### src/rtl/tws_pkg.sv
package tws_pkg;
  typedef enum logic [2:0] {
    S_IDLE,
    S_LOAD,
    S_SCAN,
    S_PICK,
    S_DONE
  } tws_state_e;
endpackage

### src/rtl/tws_runs.sv
module tws_runs #(
  parameter int NPH = 16,
  parameter int PW  = $clog2(NPH)
) (
  input  logic                     clk_i,
  input  logic                     rst_ni,
  input  logic                     clr_i,
  input  logic                     push_i,
  input  logic [PW-1:0]            ph_i,
  output logic [NPH-1:0][PW-1:0]   list_o,
  output logic [NPH-1:0][PW:0]     len_o,
  output logic [NPH-1:0][PW-1:0]   st_o,
  output logic [PW:0]              n_o,
  output logic [PW-1:0]            r15_o,
  output logic                     f15_o
);
  localparam logic [PW-1:0] MAXP = PW'(NPH - 1);

  logic [NPH-1:0][PW-1:0] list_q, st_q;
  logic [NPH-1:0][PW:0]   len_q;
  logic [PW:0]            n_q;
  logic [PW-1:0]          row_q, last_q, r15_q;
  logic                   f15_q;
  logic                   seq_w;

  assign seq_w = ({1'b0, ph_i} == ({1'b0, last_q} + (PW+1)'(1)));

  always_ff @(posedge clk_i or negedge rst_ni) begin
    if (!rst_ni) begin
      list_q <= '0; st_q <= '0; len_q <= '0; n_q <= '0;
      row_q <= '0; last_q <= '0; r15_q <= '0; f15_q <= 1'b0;
    end else if (clr_i) begin
      list_q <= '0; st_q <= '0; len_q <= '0; n_q <= '0;
      row_q <= '0; last_q <= '0; r15_q <= '0; f15_q <= 1'b0;
    end else if (push_i && (n_q != (PW+1)'(NPH))) begin
      list_q[n_q[PW-1:0]] <= ph_i;
      last_q <= ph_i;
      n_q    <= n_q + (PW+1)'(1);
      if (n_q == '0) begin
        len_q[0] <= (PW+1)'(1);
      end else if (seq_w) begin
        len_q[row_q] <= len_q[row_q] + (PW+1)'(1);
        if (ph_i == MAXP && row_q != '0) begin
          r15_q <= row_q; f15_q <= 1'b1;
        end
      end else begin
        // open the next run slot
        len_q[row_q + PW'(1)] <= (PW+1)'(1);
        st_q[row_q + PW'(1)]  <= n_q[PW-1:0];
        row_q <= row_q + PW'(1);
        if (ph_i == MAXP) begin
          r15_q <= row_q + PW'(1); f15_q <= 1'b1;
        end
      end
    end
  end

  assign list_o = list_q;
  assign len_o  = len_q;
  assign st_o   = st_q;
  assign n_o    = n_q;
  assign r15_o  = r15_q;
  assign f15_o  = f15_q;
endmodule

### src/rtl/tws_scan.sv
module tws_scan #(
  parameter int NPH = 16,
  parameter int PW  = $clog2(NPH)
) (
  input  logic          clk_i,
  input  logic          rst_ni,
  input  logic          clr_i,
  input  logic          step_i,
  input  logic [PW:0]   len_i,
  output logic [PW-1:0] k_o,
  output logic          last_o,
  output logic [PW:0]   best_len_o,
  output logic [PW-1:0] best_k_o
);
  logic [PW-1:0] k_q, bk_q;
  logic [PW:0]   bl_q;

  always_ff @(posedge clk_i or negedge rst_ni) begin
    if (!rst_ni) begin
      k_q <= '0; bk_q <= '0; bl_q <= '0;
    end else if (clr_i) begin
      k_q <= '0; bk_q <= '0; bl_q <= '0;
    end else if (step_i) begin
      k_q <= k_q + PW'(1);
      if (len_i > bl_q) begin  // strict: earliest run keeps a tie
        bl_q <= len_i;
        bk_q <= k_q;
      end
    end
  end

  assign k_o        = k_q;
  assign last_o     = (k_q == PW'(NPH - 1));
  assign best_len_o = bl_q;
  assign best_k_o   = bk_q;
endmodule

### src/rtl/tws_top.sv
module tws_top
  import tws_pkg::*;
#(
  parameter int NPH = 16,
  parameter int PW  = $clog2(NPH),
  parameter int CW  = PW + 2
) (
  input  logic           clk_i,
  input  logic           rst_ni,
  input  logic           mask_go_i,
  input  logic [NPH-1:0] mask_i,
  input  logic           list_go_i,
  input  logic [CW-1:0]  cnt_i,
  input  logic           ent_vld_i,
  input  logic [PW-1:0]  ent_i,
  output logic [PW-1:0]  phase_o,
  output logic           err_o,
  output logic           done_o
);
  localparam logic [PW-1:0] MAXP = PW'(NPH - 1);

  tws_state_e state_q;
  logic           mode_q, bad_q, done_q, err_q;
  logic [NPH-1:0] msk_q;
  logic [PW-1:0]  bit_q, phase_q;
  logic [CW-1:0]  cnt_q;

  logic idle_w, clr_w, push_w, step_w, last_w, f15_w, merged_w, merr_w, err_w;
  logic [PW-1:0] ph_w, r15_w, k_w, bk_w, idx_w, pick_w;
  logic [PW:0]   n_w, eff_w, bl_w;
  logic [PW+1:0] sum_w;
  logic [PW+2:0] q3_w;
  logic [NPH-1:0][PW-1:0] list_w, st_w;
  logic [NPH-1:0][PW:0]   len_w;

  assign idle_w = (state_q == S_IDLE);
  assign clr_w  = idle_w && (mask_go_i || list_go_i);
  assign push_w = (state_q == S_LOAD) && (mode_q ? ent_vld_i : msk_q[bit_q]);
  assign ph_w   = mode_q ? ent_i : bit_q;
  assign step_w = (state_q == S_SCAN);

  tws_runs #(.NPH(NPH), .PW(PW)) u_runs (
    .clk_i, .rst_ni, .clr_i(clr_w), .push_i(push_w), .ph_i(ph_w),
    .list_o(list_w), .len_o(len_w), .st_o(st_w), .n_o(n_w),
    .r15_o(r15_w), .f15_o(f15_w)
  );

  // ring join: 0-run emptied, 15-run slot carries both
  assign merged_w = (n_w != '0) && (list_w[0] == '0) && f15_w;
  assign sum_w    = {1'b0, len_w[0]} + {1'b0, len_w[r15_w]};
  assign merr_w   = merged_w && (sum_w >= (PW+2)'(NPH));
  always_comb begin
    eff_w = len_w[k_w];
    if (merged_w) begin
      if (k_w == '0)        eff_w = '0;
      else if (k_w == r15_w) eff_w = sum_w[PW:0];
    end
  end

  tws_scan #(.NPH(NPH), .PW(PW)) u_scan (
    .clk_i, .rst_ni, .clr_i(clr_w), .step_i(step_w), .len_i(eff_w),
    .k_o(k_w), .last_o(last_w), .best_len_o(bl_w), .best_k_o(bk_w)
  );

  assign q3_w  = ({2'b00, bl_w} * (PW+3)'(3)) >> 2;
  assign idx_w = (q3_w != '0) ? PW'(q3_w - (PW+3)'(1)) : '0;
  always_comb begin
    pick_w = list_w[st_w[bk_w] + idx_w];
    if (merged_w && bk_w == r15_w) begin
      if ({1'b0, idx_w} < len_w[r15_w]) pick_w = list_w[st_w[r15_w] + idx_w];
      else                              pick_w = list_w[idx_w - len_w[r15_w][PW-1:0]];
    end
  end
  assign err_w = bad_q || (n_w == '0) || merr_w;

  always_ff @(posedge clk_i or negedge rst_ni) begin
    if (!rst_ni) begin
      state_q <= S_IDLE; mode_q <= 1'b0; bad_q <= 1'b0; msk_q <= '0;
      bit_q <= '0; cnt_q <= '0; phase_q <= '0; err_q <= 1'b0; done_q <= 1'b0;
    end else begin
      done_q <= 1'b0;
      unique case (state_q)
        S_IDLE: begin
          if (mask_go_i) begin
            mode_q <= 1'b0; msk_q <= mask_i; bit_q <= '0; bad_q <= 1'b0;
            state_q <= S_LOAD;
          end else if (list_go_i) begin
            mode_q <= 1'b1; cnt_q <= cnt_i;
            if (cnt_i == '0 || cnt_i > CW'(NPH)) begin
              bad_q <= 1'b1; state_q <= S_PICK;
            end else begin
              bad_q <= 1'b0; state_q <= S_LOAD;
            end
          end
        end
        S_LOAD: begin
          if (!mode_q) begin
            bit_q <= bit_q + PW'(1);
            if (bit_q == MAXP) state_q <= S_SCAN;
          end else if (ent_vld_i && ({1'b0, n_w} + CW'(1)) == cnt_q) begin
            state_q <= S_SCAN;
          end
        end
        S_SCAN: if (last_w) state_q <= S_PICK;
        S_PICK: begin
          phase_q <= err_w ? '0 : pick_w;
          err_q   <= err_w;
          state_q <= S_DONE;
        end
        S_DONE: begin
          done_q  <= 1'b1;
          state_q <= S_IDLE;
        end
        default: state_q <= S_IDLE;
      endcase
    end
  end

  assign phase_o = phase_q;
  assign err_o   = err_q;
  assign done_o  = done_q;
endmodule

### config.mk
export PLATFORM = sky130hd
export DESIGN_NAME = tws_top
export DESIGN_NICKNAME = d
export VERILOG_FILES = /design/src/rtl/tws_pkg.sv /design/src/rtl/tws_runs.sv /design/src/rtl/tws_scan.sv /design/src/rtl/tws_top.sv
export SDC_FILE = /design/constraint.sdc
export NUM_CORES = 1
export LEC_CHECK = 0
export ABC_AREA = 0
export BUFFER_PORTS_ARGS = -buffer_cell sky130_fd_sc_hd__buf_2
export CAP_MARGIN = 20
export CELL_PAD_IN_SITES_DETAIL_PLACEMENT = 1
export CELL_PAD_IN_SITES_GLOBAL_PLACEMENT = 1
export CORE_MARGIN = 1
export CORE_UTILIZATION = 25
export DETAILED_ROUTE_END_ITERATION = 7
export GPL_TIMING_DRIVEN = 0
export PLACE_DENSITY_LB_ADDON = 0.12
export SYNTH_ARGS = -nofsm -noshare
export SYNTH_HDL_FRONTEND = slang
export SYNTH_SLANG_ARGS = --single-unit
### constraint.sdc
create_clock -name clk_i -period 7.7 [get_ports clk_i]
set_input_delay 0.77 -clock clk_i [delete_from_list [all_inputs] [get_ports clk_i]]
set_output_delay 0.77 -clock clk_i [all_outputs]
set_load 0.1 [all_outputs]
# --- After elaboration in Yosys (flattened, before gate mapping) ---
# Cells that the tools add are included.
word_totals:
  register_bits: 276
  in_bits: 31
  out_inout_bits: 6
  elab_cells: 253
op_classes:
  addsub: 12
  mul: 1
  n_lt_le_gt_ge: 17
  eq_ne: 21
  muxes: 94
  bitwise: 4
  reduce_logical: 39
op_table:
  columns: ["operator", "n"]
  rows:
  - ["$mux W64", 6]
  - ["$mux W80", 3]
  - ["$bwmux W64", 2]
  - ["$mux W4", 31]
  - ["$bmux W4 S4", 5]
  - ["$bwmux W80", 1]
  - ["$mux W75", 1]
  - ["$mux W5", 14]
  - ["$and A64 B64 Y64", 1]
  - ["$not A64 Y64", 1]
  - ["$bmux W5 S4", 3]
  - ["$lt A4 B5 Y1 const B", 10]
  - ["$demux W5 S4", 2]
  - ["$demux W4 S4", 2]
  - ["$mux W3", 6]
  - ["$or A16 B16 Y16", 1]
  - ["$mux W1", 14]
  - ["$add A4 B1 Y4 const B", 3]
  - ["$eq A4 B4 Y1 const B", 3]
  - ["$ge A4 B1 Y1 const B", 3]
  - ["$logic_and A1 B1 Y1", 12]
  - ["$pmux W3 S4", 1]
  - ["$add A5 B1 Y5 const B", 2]
  - ["$reduce_bool A2 Y1", 5]
  - ["other kinds (38)", 56]

# --- Depth between registers and ports, before layout ---
# Gate-level depths: netlist of run 1.
logic_depth:
  depth_word: 11
  mapped_depth: 19
  depth_no_buf: 17

# --- Cells and area by module ---
# A second synthesis of run 1 with hierarchy kept.
unflattened:
  cells_unflattened: 1722
  area_unflattened_um2: 18602.8
modules_own_cells:
  columns: ["mod", "n_inst", "cells_per_inst", "area_each_um2", "seq_area_each_um2"]
  rows:
  - ["tws_runs", 1, 1047, 10986.8, 5655.4]
  - ["tws_top", 1, 603, 6861.6, 925.9]
  - ["tws_scan", 1, 72, 754.5, 325.3]

# --- Worst setup path after synthesis of run 1 ---
# OpenSTA, ideal clock, no wires.
synth_path:
  path_kind: "register -> register"
  from: "register u_runs.r15_q[0] (netlist: u_runs.r15_o[0])"
  to: "register u_scan.bk_q[0] (netlist: u_scan.best_k_o[0])"
  setup_ns: 0.136
  arrival_time_ns: 5.284
  required_time_ns: 7.564
  slack_ns: 2.280
  path_stages_with_launch: 18
  path_buffers: 4
  period_less_slack_ns: 5.420
  cell_sequence: "dfrtp_1 > buf_4 > buf_1 > buf_2 > mux4_2 > mux4_2 > ha_1 > fa_1 > a21o_1 > a21oi_1 > xnor2_1 > a22o_1 > a22o_1 > ha_1 > a21oi_1 > a311oi_1 > clkbuf_1 > o21ai_0"
synth_between:
  elab_chain_len: 9
  elab_cells_between_ends: 10
  classes_between: "1 x add/sub; 1 x order compare; 1 x eq/ne; 5 x mux; 2 x reduce/logical"
synth_rtl:
  columns: ["item", "line_no", "text"]
  rows:
  - ["start, declared", "tws_runs.sv:22", "logic [PW-1:0] row_q, last_q, r15_q;"]
  - ["start signal, assigned", "tws_runs.sv:31", "row_q <= '0; last_q <= '0; r15_q <= '0; f15_q <= 1'b0;"]
  - ["start signal, assigned", "tws_runs.sv:34", "row_q <= '0; last_q <= '0; r15_q <= '0; f15_q <= 1'b0;"]
  - ["start signal, assigned", "tws_runs.sv:44", "r15_q <= row_q; f15_q <= 1'b1;"]
  - ["$bmux W5 S4", "tws_top.sv:50", "assign sum_w = {1'b0, len_w[0]} + {1'b0, len_w[r15_w]};"]
  - ["$mux W5", null, null]
  - ["$add A5 B5 Y6", "tws_top.sv:50", null]
  - ["$mux W5 *", "tws_top.sv:56", "else if (k_w == r15_w) eff_w = sum_w[PW:0];"]
  - ["$mux W5 *", "tws_top.sv:55", "if (k_w == '0) eff_w = '0;"]
  - ["$mux W5 *", "tws_top.sv:54", "if (merged_w) begin"]
  - ["$gt A5 B5 Y1 *", "tws_scan.sv:25", "if (len_i > bl_q) begin"]
  - ["$reduce_bool A2 Y1 (no source line) *", null, null]
  - ["$reduce_and A2 Y1 (no source line) *", null, null]
  - ["end signal, assigned", "tws_scan.sv:27", "bk_q <= k_q;"]
  - ["end, declared", "tws_scan.sv:15", "logic [PW-1:0] k_q, bk_q;"]
# Every way passes the cells marked *; elsewhere a longest branch is shown, timed or not. The select of a mux whose other input is x is not followed.
# A chain may end at the register's enable or synchronous reset.

# --- Worst setup path after layout of run 1 ---
layout_path:
  from: "register u_runs.r15_q[0] (netlist: u_runs.r15_o[0])"
  to: "register phase_q[0] (netlist: phase_o[0])"
layout_between:
  elab_chain_len: 8
  elab_cells_between_ends: 20
  classes_between: "3 x add/sub; 2 x order compare; 1 x eq/ne; 11 x mux; 3 x reduce/logical"
layout_rtl:
  columns: ["item", "line_no", "text"]
  rows:
  - ["$bmux W5 S4 / $bmux W4 S4 (equally long branches)", "tws_top.sv:50, tws_top.sv:70, tws_top.sv:71", null]
  - ["$mux W5 (implied by the code) / $mux W4 (equally long branches)", "tws_top.sv:71, tws_top.sv:70", null]
  - ["$sub A4 B4 Y4 / $add A4 B4 Y4 (equally long branches)", "tws_top.sv:71, tws_top.sv:70", null]
  - ["$bmux W4 S4, on equally long branches", "tws_top.sv:71, tws_top.sv:70", null]
  - ["$mux W4, on equally long branches", "tws_top.sv:71, tws_top.sv:70", null]
  - ["$mux W4", "tws_top.sv:70", "if ({1'b0, idx_w} < len_w[r15_w]) pick_w = list_w[st_w[r15_w] + idx_w];"]
  - ["$mux W4", "tws_top.sv:69", "if (merged_w && bk_w == r15_w) begin"]
  - ["$mux W4 *", "tws_top.sv:106", "phase_q <= err_w ? '0 : pick_w;"]
  - ["end signal, assigned", "tws_top.sv:106", null]
  - ["end, declared", "tws_top.sv:25", "logic [PW-1:0] bit_q, phase_q;"]
# Marks and branches as above.

==> metrics.csv, run 1 <==
metric,value,unit
Slew Limit Fails,0,
Antenna Nets Post-Route,0,
Yosys warning count,0,
Power Dens Cells,285,mW/mm^2
HPWL after DPL,56000,um
relative slew slack,24.2,%
Most used DFF post-synth,dfrtp_1,
Final min period,6560,ps
die area,0.0723,mm^2
TritonCTS clock tree,built,
final cell count without fillers,2558,
Final setup viols,0,
sequential share of the synthesized area,38.8,%
Yosys top cell by area,dfrtp_1,
H-tree levels,2,
crit path launch,u_runs.r15_o[0],
starting utilization of the core area,25.4,%
placed cell areas,0.0193,mm^2
total chip power,5.90,mW
maximum VDD drop,0.154,mV
Ports,37,
clk sink count,276,
Placed Instances,2485,
layout cell share with drive strength beyond 1,23.3,%
Mapped Nets,1579,
initial antenna violation count,0,
die height,269,um
vias in the first global route,14500,
DR iter-0 viols,1013,
R2R depth,16,
RR Startpoint,u_runs.r15_o[0],
Core Rows,97,
final WL,73600,um
share of the synthesized area in the top cell type,38.8,%
Post-synth EDFFs,0,
Worst-path clk slew,60,ps
Area Overhead vs Synth,16.3,%
Crit Path Category,register to register,
Arrival @ worst endpoint,7000,ps
Critical Path End,phase_o[0],
Netlist cell types,83,
most common cell in the netlist,dfrtp_1,
dominant cells by area after synthesis,"dfrtp_1, mux4_2, mux2i_1",
DRT Pass-1 Iters,8,
Overall Global Routing Usage,20.6,%
asr flop ratio synth,100,%
mapped cell area,0.0178,mm^2
final core occ,29.5,%
fin area,0.0207,mm^2
Max Clock Skew,31.6,ps
vias post-DR,13900,
maxcap violations,0,
Setup TNS,0,ps
worst flop-to-flop path endpoint,phase_o[0],
Crit. End Element,register,
Num CTS Buffers,39,
largest net degree at the start of global routing,93,
syn avg cell area,11.9,um^2
status,"finished, violations left",
failing checks,design-rule violations,
Fin. Hold Viols,0,
RSZ-0062 raised after global routing,no,
worst skew pair latency,570,ps
Final nets,1666,
Worst Setup Start Kind,register,
Worst Hold Class,input port to async pin,
FMAX,152,MHz
LEAKAGE,8.27,nW
Slew @ Worst Pin,1140,ps
commonest cells in the netlist,"dfrtp_1, mux4_2, o21ai_0, nand2_1, nand3_1",
core area,0.0703,mm^2
Placer Congestion,0.830,
clock root cell,clkbuf_16,
Crit path required time,8130,ps
# DRC,2,
hold_buf cts,0,
vias per cell,5.42,
CTS resizes,0,
first-pass GRT wire length,107000,um
final period utilization,85.3,%
Worst R2R Setup Slack,1140,ps
CP max FO,10,
port buffer count,36,
CTS Buffer Depth,3,
Yosys reg bits,276,
ant diodes,0,
WL/cell,28.8,um
Setup Buffers After CTS,0,
Post-Syn Instances,1500,
grt ovf,0,
Die Wd,269,um
fillers,7706,
[routing by layer]
metal | up-vias | share of wire, % | global-route usage, %
li1 | 6036 | - | -
met1 | 7405 | 46 | 29.0
met2 | 321 | 46 | 32.5
met3 | 94 | 4.4 | 3.16
met4 | 0 | 2.9 | 6.16
met5 | - | 0 | 0
[stage by stage]
stage / hold WS [ps] / setup WS [ps]
floorplan: 448 / 2280
global placement: 461 / -58.1
detailed placement: 491 / 822
CTS: 43.2 / 806
global route: 66.1 / 751
finish: 56.6 / 1140
[report_power, final]
group          leakage, nW  total [mW]  switching (mW)  internal, mW
clock network        0.687        1.96           0.744          1.21
logic                 3.79        2.26            1.59         0.667
registers             3.79        1.69           0.109          1.58
[final cells by class]
cell class              instances  area [um^2]  area share [%]
clock inverters                20          269            1.30
repair buffers                 46          345            1.67
well taps                     940         1180            5.68
clock buffers                  52         1110            5.34
inverters                      21         78.8           0.380
multi-input cells            1075        10200            49.4
flip-flops and latches        276         6910            33.3
plain buffers                 128          606            2.92
[critical path, cell delays in order (launching register included)]
cell and delay [ps]:
dfrtp_1 380, buf_4 240, buf_1 770, buf_2 570
mux4_2 580, mux4_2 610, ha_1 250, inv_1 80
fa_1 160, clkbuf_1 530, buf_1 720, mux4_2 420
mux2i_1 240, mux2i_1 120, a221o_1 340, a221oi_1 320
nor4_1 80
[worst min-delay path by stage]
stage / from / end / slack, ps
2_1_floorplan: bad_q / bad_q / 450
3_3_place_gp: bad_q / bad_q / 460
3_5_place_dp: msk_q[9] / msk_q[9] / 490
4_1_cts: rst_ni / u_runs.len_o[15] / 40
5_1_grt: rst_ni / u_runs.len_o[15] / 70
6_report: rst_ni / u_runs.len_o[15] / 60
[placed cells by master (no fill, tap or decap), types with 8 or more instances in the layout]
| cell | n |
|---|---|
| nand2_1 | 101 |
| nor2_1 | 76 |
| a21oi_1 | 44 |
| buf_6 | 8 |
| nand3_1 | 92 |
| clkinv_2 | 11 |
| o22ai_1 | 8 |
| a211oi_1 | 9 |
| a32o_1 | 23 |
| mux4_2 | 152 |
| mux2i_1 | 58 |
| inv_1 | 20 |
| clkbuf_1 | 71 |
| mux2_2 | 32 |
| o221a_2 | 8 |
| o22a_1 | 10 |
| ha_1 | 43 |
| nor3_1 | 12 |
| xor2_1 | 24 |
| a311oi_1 | 12 |
| mux4_1 | 11 |
| a22o_1 | 30 |
| dfrtp_1 | 276 |
| nor2b_1 | 10 |
| buf_4 | 9 |
| o21ai_0 | 107 |
| a2bb2oi_1 | 12 |
| xnor2_1 | 22 |
| clkbuf_16 | 40 |
| o221a_1 | 22 |
| and3_1 | 25 |
| a21o_1 | 8 |
| buf_2 | 66 |
| buf_1 | 19 |
[registers in the layout, indices dropped and copies added (netlist names), 3 cells and up]
| register | cells |
|---|---|
| state_q | 3 |
| cnt_q | 6 |
| u_scan.best_k_o | 4 |
| bit_q | 4 |
| u_runs.list_o | 64 |
| phase_o | 4 |
| u_scan.best_len_o | 5 |
| u_runs.r15_o | 4 |
| u_runs.st_o | 64 |
| u_runs.last_q | 4 |
| u_runs.len_o | 80 |
| u_runs.n_o | 5 |
| u_scan.k_o | 4 |
| u_runs.row_q | 4 |
| msk_q | 16 |
[cells by family after synthesis]
family / after synthesis / share of synthesized area [%]
AO/OA/AOI/OAI: 355 / 14.6
XOR/XNOR: 49 / 2.66
adder cells (fa/ha/maj): 48 / 3.58
buffers and inverters: 149 / 3.84
flip-flops: 276 / 38.8
multiplexers: 260 / 26.7
AND/OR/NAND/NOR: 363 / 9.87
(Power assumes the default switching activity.)
==> run 2: changes to the inputs <==
--- a/config.mk
+++ b/config.mk
@@ -10,11 +10,13 @@
 export CAP_MARGIN = 20
 export CELL_PAD_IN_SITES_DETAIL_PLACEMENT = 1
 export CELL_PAD_IN_SITES_GLOBAL_PLACEMENT = 1
+export CORE_ASPECT_RATIO = 0.7
 export CORE_MARGIN = 1
 export CORE_UTILIZATION = 25
 export DETAILED_ROUTE_END_ITERATION = 7
 export GPL_TIMING_DRIVEN = 0
 export PLACE_DENSITY_LB_ADDON = 0.12
+export SETUP_SLACK_MARGIN = 0.3
 export SYNTH_ARGS = -nofsm -noshare
 export SYNTH_HDL_FRONTEND = slang
 export SYNTH_SLANG_ARGS = --single-unit
==> metrics.csv, run 2 (same netlist as run 1, synthesis figures left out) <==
metric,value,unit,change
CP top delay family,buffers and inverters,,
RSZ-0062 raised after global routing,no,,
worst-path cell chain,buf_2 > clkbuf_1 > clkbuf_2 > mux4_2 > mux4_2 > ha_1 > fa_1 > a21o_1 > a21oi_1 > xnor2_1 > a22o_1 > a22o_1 > ha_1 > a21oi_1 > a311oi_1 > buf_2 > clkbuf_1 > o21ai_0,,
vias post-DR,14400,,+4.1%
Core Rows,81,,-16%
DRT Pass-1 Iters,5,,-3
status,completed,,
RR Startpoint,u_runs.r15_o[1],,
Arrival @ worst endpoint,7160,ps,+160 ps
Max Clock Skew,29.1,ps,-2.47 ps
Slew Limit Fails,0,,unchanged
Worst-path clk slew,70,ps,about the same
total chip power,5.74,mW,-2.8%
maximum VDD drop,0.139,mV,-10%
hold_buf cts,0,,unchanged
CP bufs+invs,5,,-1
Ports,37,,unchanged
"leading cell type in the layout, fill and taps excluded",dfrtp_1,,
Worst path depth,18,,+2
GRT met3 Usage,7.79,%,+4.6 points
maxcap violations,0,,unchanged
Worst Hold Class,input port to async pin,,
H-tree levels,2,,unchanged
die height,225,um,-16%
core area,0.0701,mm^2,-0.20%
Fin. Hold Viols,0,,unchanged
grt ovf,0,,unchanged
ant diodes,0,,unchanged
final WL,77900,um,+5.8%
max reg flops,80,,unchanged
clock root cell,clkbuf_16,,
Crit path required time,8110,ps,-20 ps
Antenna Nets Post-Route,0,,unchanged
clk sink count,276,,unchanged
Setup Buffers After CTS,0,,unchanged
vias per cell,5.63,,+3.9%
Placer Congestion,0.857,,+3.3%
Crit. End Element,register,,
Final setup viols,0,,unchanged
relative slew slack,23.6,%,-0.66 points
Power Dens Cells,279,mW/mm^2,-2.0%
fillers,7838,,+1.7%
Crit Path Category,register to register,,
port buffer count,36,,unchanged
starting utilization of the core area,25.4,%,+0.050 points
Overall Global Routing Usage,21.8,%,+1.1 points
final period utilization,87.6,%,+2.3 points
Num CTS Buffers,35,,-10%
Worst Setup Start Kind,register,,
first-pass GRT wire length,112000,um,+4.4%
largest net degree at the start of global routing,94,,+1.1%
final worst slack,955,ps,-181 ps
DR iter-0 viols,1486,,+47%
TritonCTS clock tree,built,,
Slew @ Worst Pin,1150,ps,+9.92 ps
Die Wd,321,um,+19%
slowest CP cell,clkbuf_1,,
Final min period,6750,ps,+181 ps
Critical Path Max Stage Delay,670,ps,-100 ps
worst skew pair latency,590,ps,+20 ps
M1 GR Usage,33.9,%,+4.9 points
Final nets,1667,,+0.060%
initial antenna violation count,1,,+1
die area,0.0724,mm^2,about the same
met2 Usage GRT,27.6,%,-4.9 points
"commonest cells after routing, fill and taps aside","dfrtp_1, mux4_2, o21ai_0",,
crit path launch,u_runs.r15_o[1],,
R2R depth,18,,+2
CP max FO,10,,unchanged
busiest layer in global routing,met1,,
vias in the first global route,14600,,+0.40%
dpl ws,696,ps,-126 ps
FMAX,148,MHz,-2.7%
# DRC,0,,-2
CTS Buffer Depth,3,,unchanged
Area Overhead vs Synth,15.4,%,
LEAKAGE,8.18,nW,-1.1%
HPWL after DPL,59800,um,+6.9%
layout cell share with drive strength beyond 1,23.0,%,-0.26 points
WL/cell,30.4,um,+5.5%
-- run 2: changes by cell type in the layout (fill, tap and decap cells not counted), moves of 2 or more --
cell | previous run | this run
buf_1 | 19 | 17
buf_4 | 9 | 11
buf_8 | 3 | 6
bufinv_16 | 6 | 1
clkbuf_16 | 40 | 36
clkbuf_2 | 0 | 2
clkbuf_8 | 6 | 8
clkinv_2 | 11 | 3
clkinv_4 | 0 | 2
-- run 2: layout make-up --
class                      instances  area (um^2)  share of cell area, %
inverter                          21         78.8                  0.383
buffer                           128          608                   2.96
tap                              954         1190                   5.81
sequential                       276         6910                   33.6
clock inverter                     8         87.6                  0.426
multi-input combinational       1075        10200                   49.8
timing repair buffer              51          405                   1.97
clock buffer                      51         1040                   5.05
-- run 2: repair_timing --
action	CTS	global route
hold endpoints to repair	0	0
gates resized for setup	0	4
setup endpoints to repair	0	7
-- run 2: path summary, 6_finish.rpt --
kind,to,slack (ps)
min in group clk_i,msk_q[0],430
max,u_scan.best_k_o[2],950
min,u_runs.list_o[38],90
min reg2reg,u_runs.f15_o,500
max in group asynchronous,u_runs.len_o[45],6510
max reg2reg,u_scan.best_k_o[2],950
-- run 2: power by group --
group          switching (mW)  internal, mW
Combinational            1.67         0.680
Sequential              0.110          1.58
Clock                   0.725         0.968
-- run 2: routing by layer --
layer,part of all wire [%],wire length [um]
met5,0.017,13
met4,1.9,1490
met3,9.8,7610
met2,38,29300
met1,51,39400
-- run 2: stage by stage --
step | hold slack, ps | instances | setup TNS [ps] | utilization [%] | area [um^2]
final | 88.8 | 2564 | 0 | 29.3 | 20600
after global routing | 96.4 | 2564 | 0 | 29.3 | 20600
after CTS | 72.0 | 2561 | 0 | 29.3 | 20500
after detailed placement | 487 | 2502 | 0 | 27.6 | 19400
after global placement | 471 | 2490 | -15.1 | 27.4 | 19200
after floorplan | 448 | 1500 | 0 | - | 17800
-- run 2: worst register-to-register path, stage by stage, from the launching register on --
cell and delay, ps:
dfrtp_1 320, buf_2 370, clkbuf_1 680, clkbuf_2 570, mux4_2 410, mux4_2 660, ha_1 290, fa_1 440
a21o_1 170, a21oi_1 190, xnor2_1 110, a22o_1 210, a22o_1 210, ha_1 310, a21oi_1 60, a311oi_1 660
buf_2 280, clkbuf_1 440, o21ai_0 190
==> run 3: changes to the inputs <==
--- a/config.mk
+++ b/config.mk
@@ -13,6 +13,7 @@
 export CORE_ASPECT_RATIO = 0.7
 export CORE_MARGIN = 1
 export CORE_UTILIZATION = 25
+export CTS_BUF_LIST = sky130_fd_sc_hd__clkbuf_4 sky130_fd_sc_hd__clkbuf_8
 export DETAILED_ROUTE_END_ITERATION = 7
 export GPL_TIMING_DRIVEN = 0
 export PLACE_DENSITY_LB_ADDON = 0.12
==> constraint.sdc (replaced) <==
create_clock -name clk_i -period 8.1 [get_ports clk_i]
set_input_delay 0.81 -clock clk_i [delete_from_list [all_inputs] [get_ports clk_i]]
set_output_delay 0.81 -clock clk_i [all_outputs]
set_load 0.1 [all_outputs]
==> metrics.csv, run 3 (same netlist as run 1, synthesis figures left out) <==
metric,value,unit,change
initial antenna violation count,1,,unchanged
worst-path cell chain,buf_2 > clkbuf_1 > buf_1 > mux4_2 > mux4_2 > ha_1 > fa_1 > a21o_1 > a21oi_1 > xnor2_1 > a22o_1 > a22o_1 > ha_1 > a21oi_1 > a311oi_1 > buf_2 > clkbuf_1 > o21ai_0,,
Crit. End Element,register,,
Fin. Hold Viols,0,,unchanged
Placer Congestion,0.857,,unchanged
final cell count without fillers,2597,,+1.3%
worst skew pair latency,710,ps,+120 ps
maxcap violations,0,,unchanged
Max Clock Skew,50.4,ps,+21.3 ps
final WL,78100,um,+0.25%
H-tree levels,2,,unchanged
# DRC,0,,unchanged
LEAKAGE,8.19,nW,+0.20%
final worst slack,939,ps,-16.2 ps
fin area,0.0205,mm^2,-0.29%
Final nets,1683,,+0.96%
HPWL after DPL,59800,um,unchanged
die height,225,um,unchanged
hold_buf cts,0,,unchanged
maximum VDD drop,0.109,mV,-22%
Worst-path clk slew,60,ps,about the same
Power Dens Cells,259,mW/mm^2,-7.3%
layout cell share with drive strength beyond 1,24.8,%,+1.8 points
DRT Pass-1 Iters,5,,unchanged
status,completed,,
TritonCTS clock tree,built,,
dpl ws,1100,ps,+400 ps
Crit path required time,8620,ps,+510 ps
Die Wd,321,um,unchanged
relative slew slack,21.4,%,-2.1 points
final hold slack,37.9,ps,-50.9 ps
first-pass GRT wire length,112000,um,+0.13%
Slew Limit Fails,0,,unchanged
Antenna Nets Post-Route,0,,unchanged
final period utilization,88.4,%,+0.81 points
fillers,7853,,+0.19%
max reg flops,80,,unchanged
starting utilization of the core area,25.4,%,unchanged
Ports,37,,unchanged
slowest CP cell,buf_1,,
CP max FO,10,,unchanged
CTS Buffer Depth,3,,unchanged
Setup TNS,0,ps,unchanged
grt ovf,0,,unchanged
Area Overhead vs Synth,15.0,%,
"commonest cells after routing, fill and taps aside","dfrtp_1, mux4_2, o21ai_0",,
Final min period,7160,ps,+416 ps
WL/cell,30.1,um,-1.0%
core area,0.0701,mm^2,unchanged
FMAX,140,MHz,-5.8%
Num CTS Buffers,51,,+46%
Arrival @ worst endpoint,7680,ps,+520 ps
Worst Hold Class,input port to async pin,,
Critical Path Max Stage Delay,930,ps,+260 ps
vias post-DR,14400,,-0.25%
port buffer count,36,,unchanged
"leading cell type in the layout, fill and taps excluded",dfrtp_1,,
die area,0.0724,mm^2,unchanged
Overall Global Routing Usage,21.8,%,+0.025 points
Final setup viols,0,,unchanged
Slew @ Worst Pin,1180,ps,+31.7 ps
Core Rows,81,,unchanged
Placed Instances,2502,,unchanged
Setup Buffers After CTS,0,,unchanged
CTS resizes,0,,unchanged
Worst Setup Start Kind,register,,
vias per cell,5.54,,-1.5%
clk sink count,276,,unchanged
clock root cell,clkbuf_8,,
vias in the first global route,14700,,+0.73%
RSZ-0062 raised after global routing,no,,
largest net degree at the start of global routing,94,,unchanged
Crit Path Category,register to register,,
DR iter-0 viols,1473,,-0.87%
placed cell areas,0.0194,mm^2,unchanged
## run 3: routing by layer
layer  global-route usage (%)  up-vias  share of wire [%]
li1                         -     6064                  -
met1                     34.2     7687                 50
met2                     27.6      541                 38
met3                     7.22       93                9.8
met4                     4.93        4                1.8
met5                     1.48        -               0.21
## run 3: worst max-delay path, delay by kind of cell (launching register included)
kind	cells	cell delay, ps
buffers and inverters	5	2710
xor gates and xnor gates	1	110
muxes	2	1070
AOI/OAI and AO/OA	7	1690
DFF	1	310
adders and majority gates	3	1030
## run 3: stage by stage
stage / power, mW / utilization [%]
final: 5.30 / 29.2
after global routing: 5.54 / 29.2
after CTS: 5.30 / 29.2
after detailed placement: 3.81 / 27.6
after global placement: 3.76 / 27.4
after floorplan: 2.87 / -
## run 3: final cells by class
cell class	instances	area, um^2	share of cell area (%)
Multi-Input combinational cell	1075	10200	50.0
Sequential cell	276	6910	33.7
Tap cell	954	1190	5.82
Clock buffer	79	987	4.82
Buffer	128	606	2.95
Timing Repair Buffer	51	405	1.98
Inverter	21	78.8	0.385
Clock inverter	12	77.6	0.379
Antenna cell	1	2.50	0.0122
## run 3: path summary, 6_finish.rpt
check / startpoint / slack [ps] / endpoint / cells after the start
max: u_runs.r15_o[1] / 940 / u_scan.best_k_o[2] / 18
min: rst_ni / 40 / u_runs.list_o[38] / 1
max reg2reg: u_runs.r15_o[1] / 940 / u_scan.best_k_o[2] / 18
min reg2reg: u_runs.f15_o / 500 / u_runs.f15_o / 2
max in group asynchronous: rst_ni / 6990 / u_runs.st_o[20] / 3
min in group clk_i: mask_i[0] / 360 / msk_q[0] / 2
## run 3: report_power, final
group | total, mW | leakage [nW] | internal, mW | switching [mW]
registers | 1.61 | 3.79 | 1.50 | 0.106
logic | 2.23 | 3.83 | 0.646 | 1.58
clock network | 1.47 | 0.579 | 0.777 | 0.691
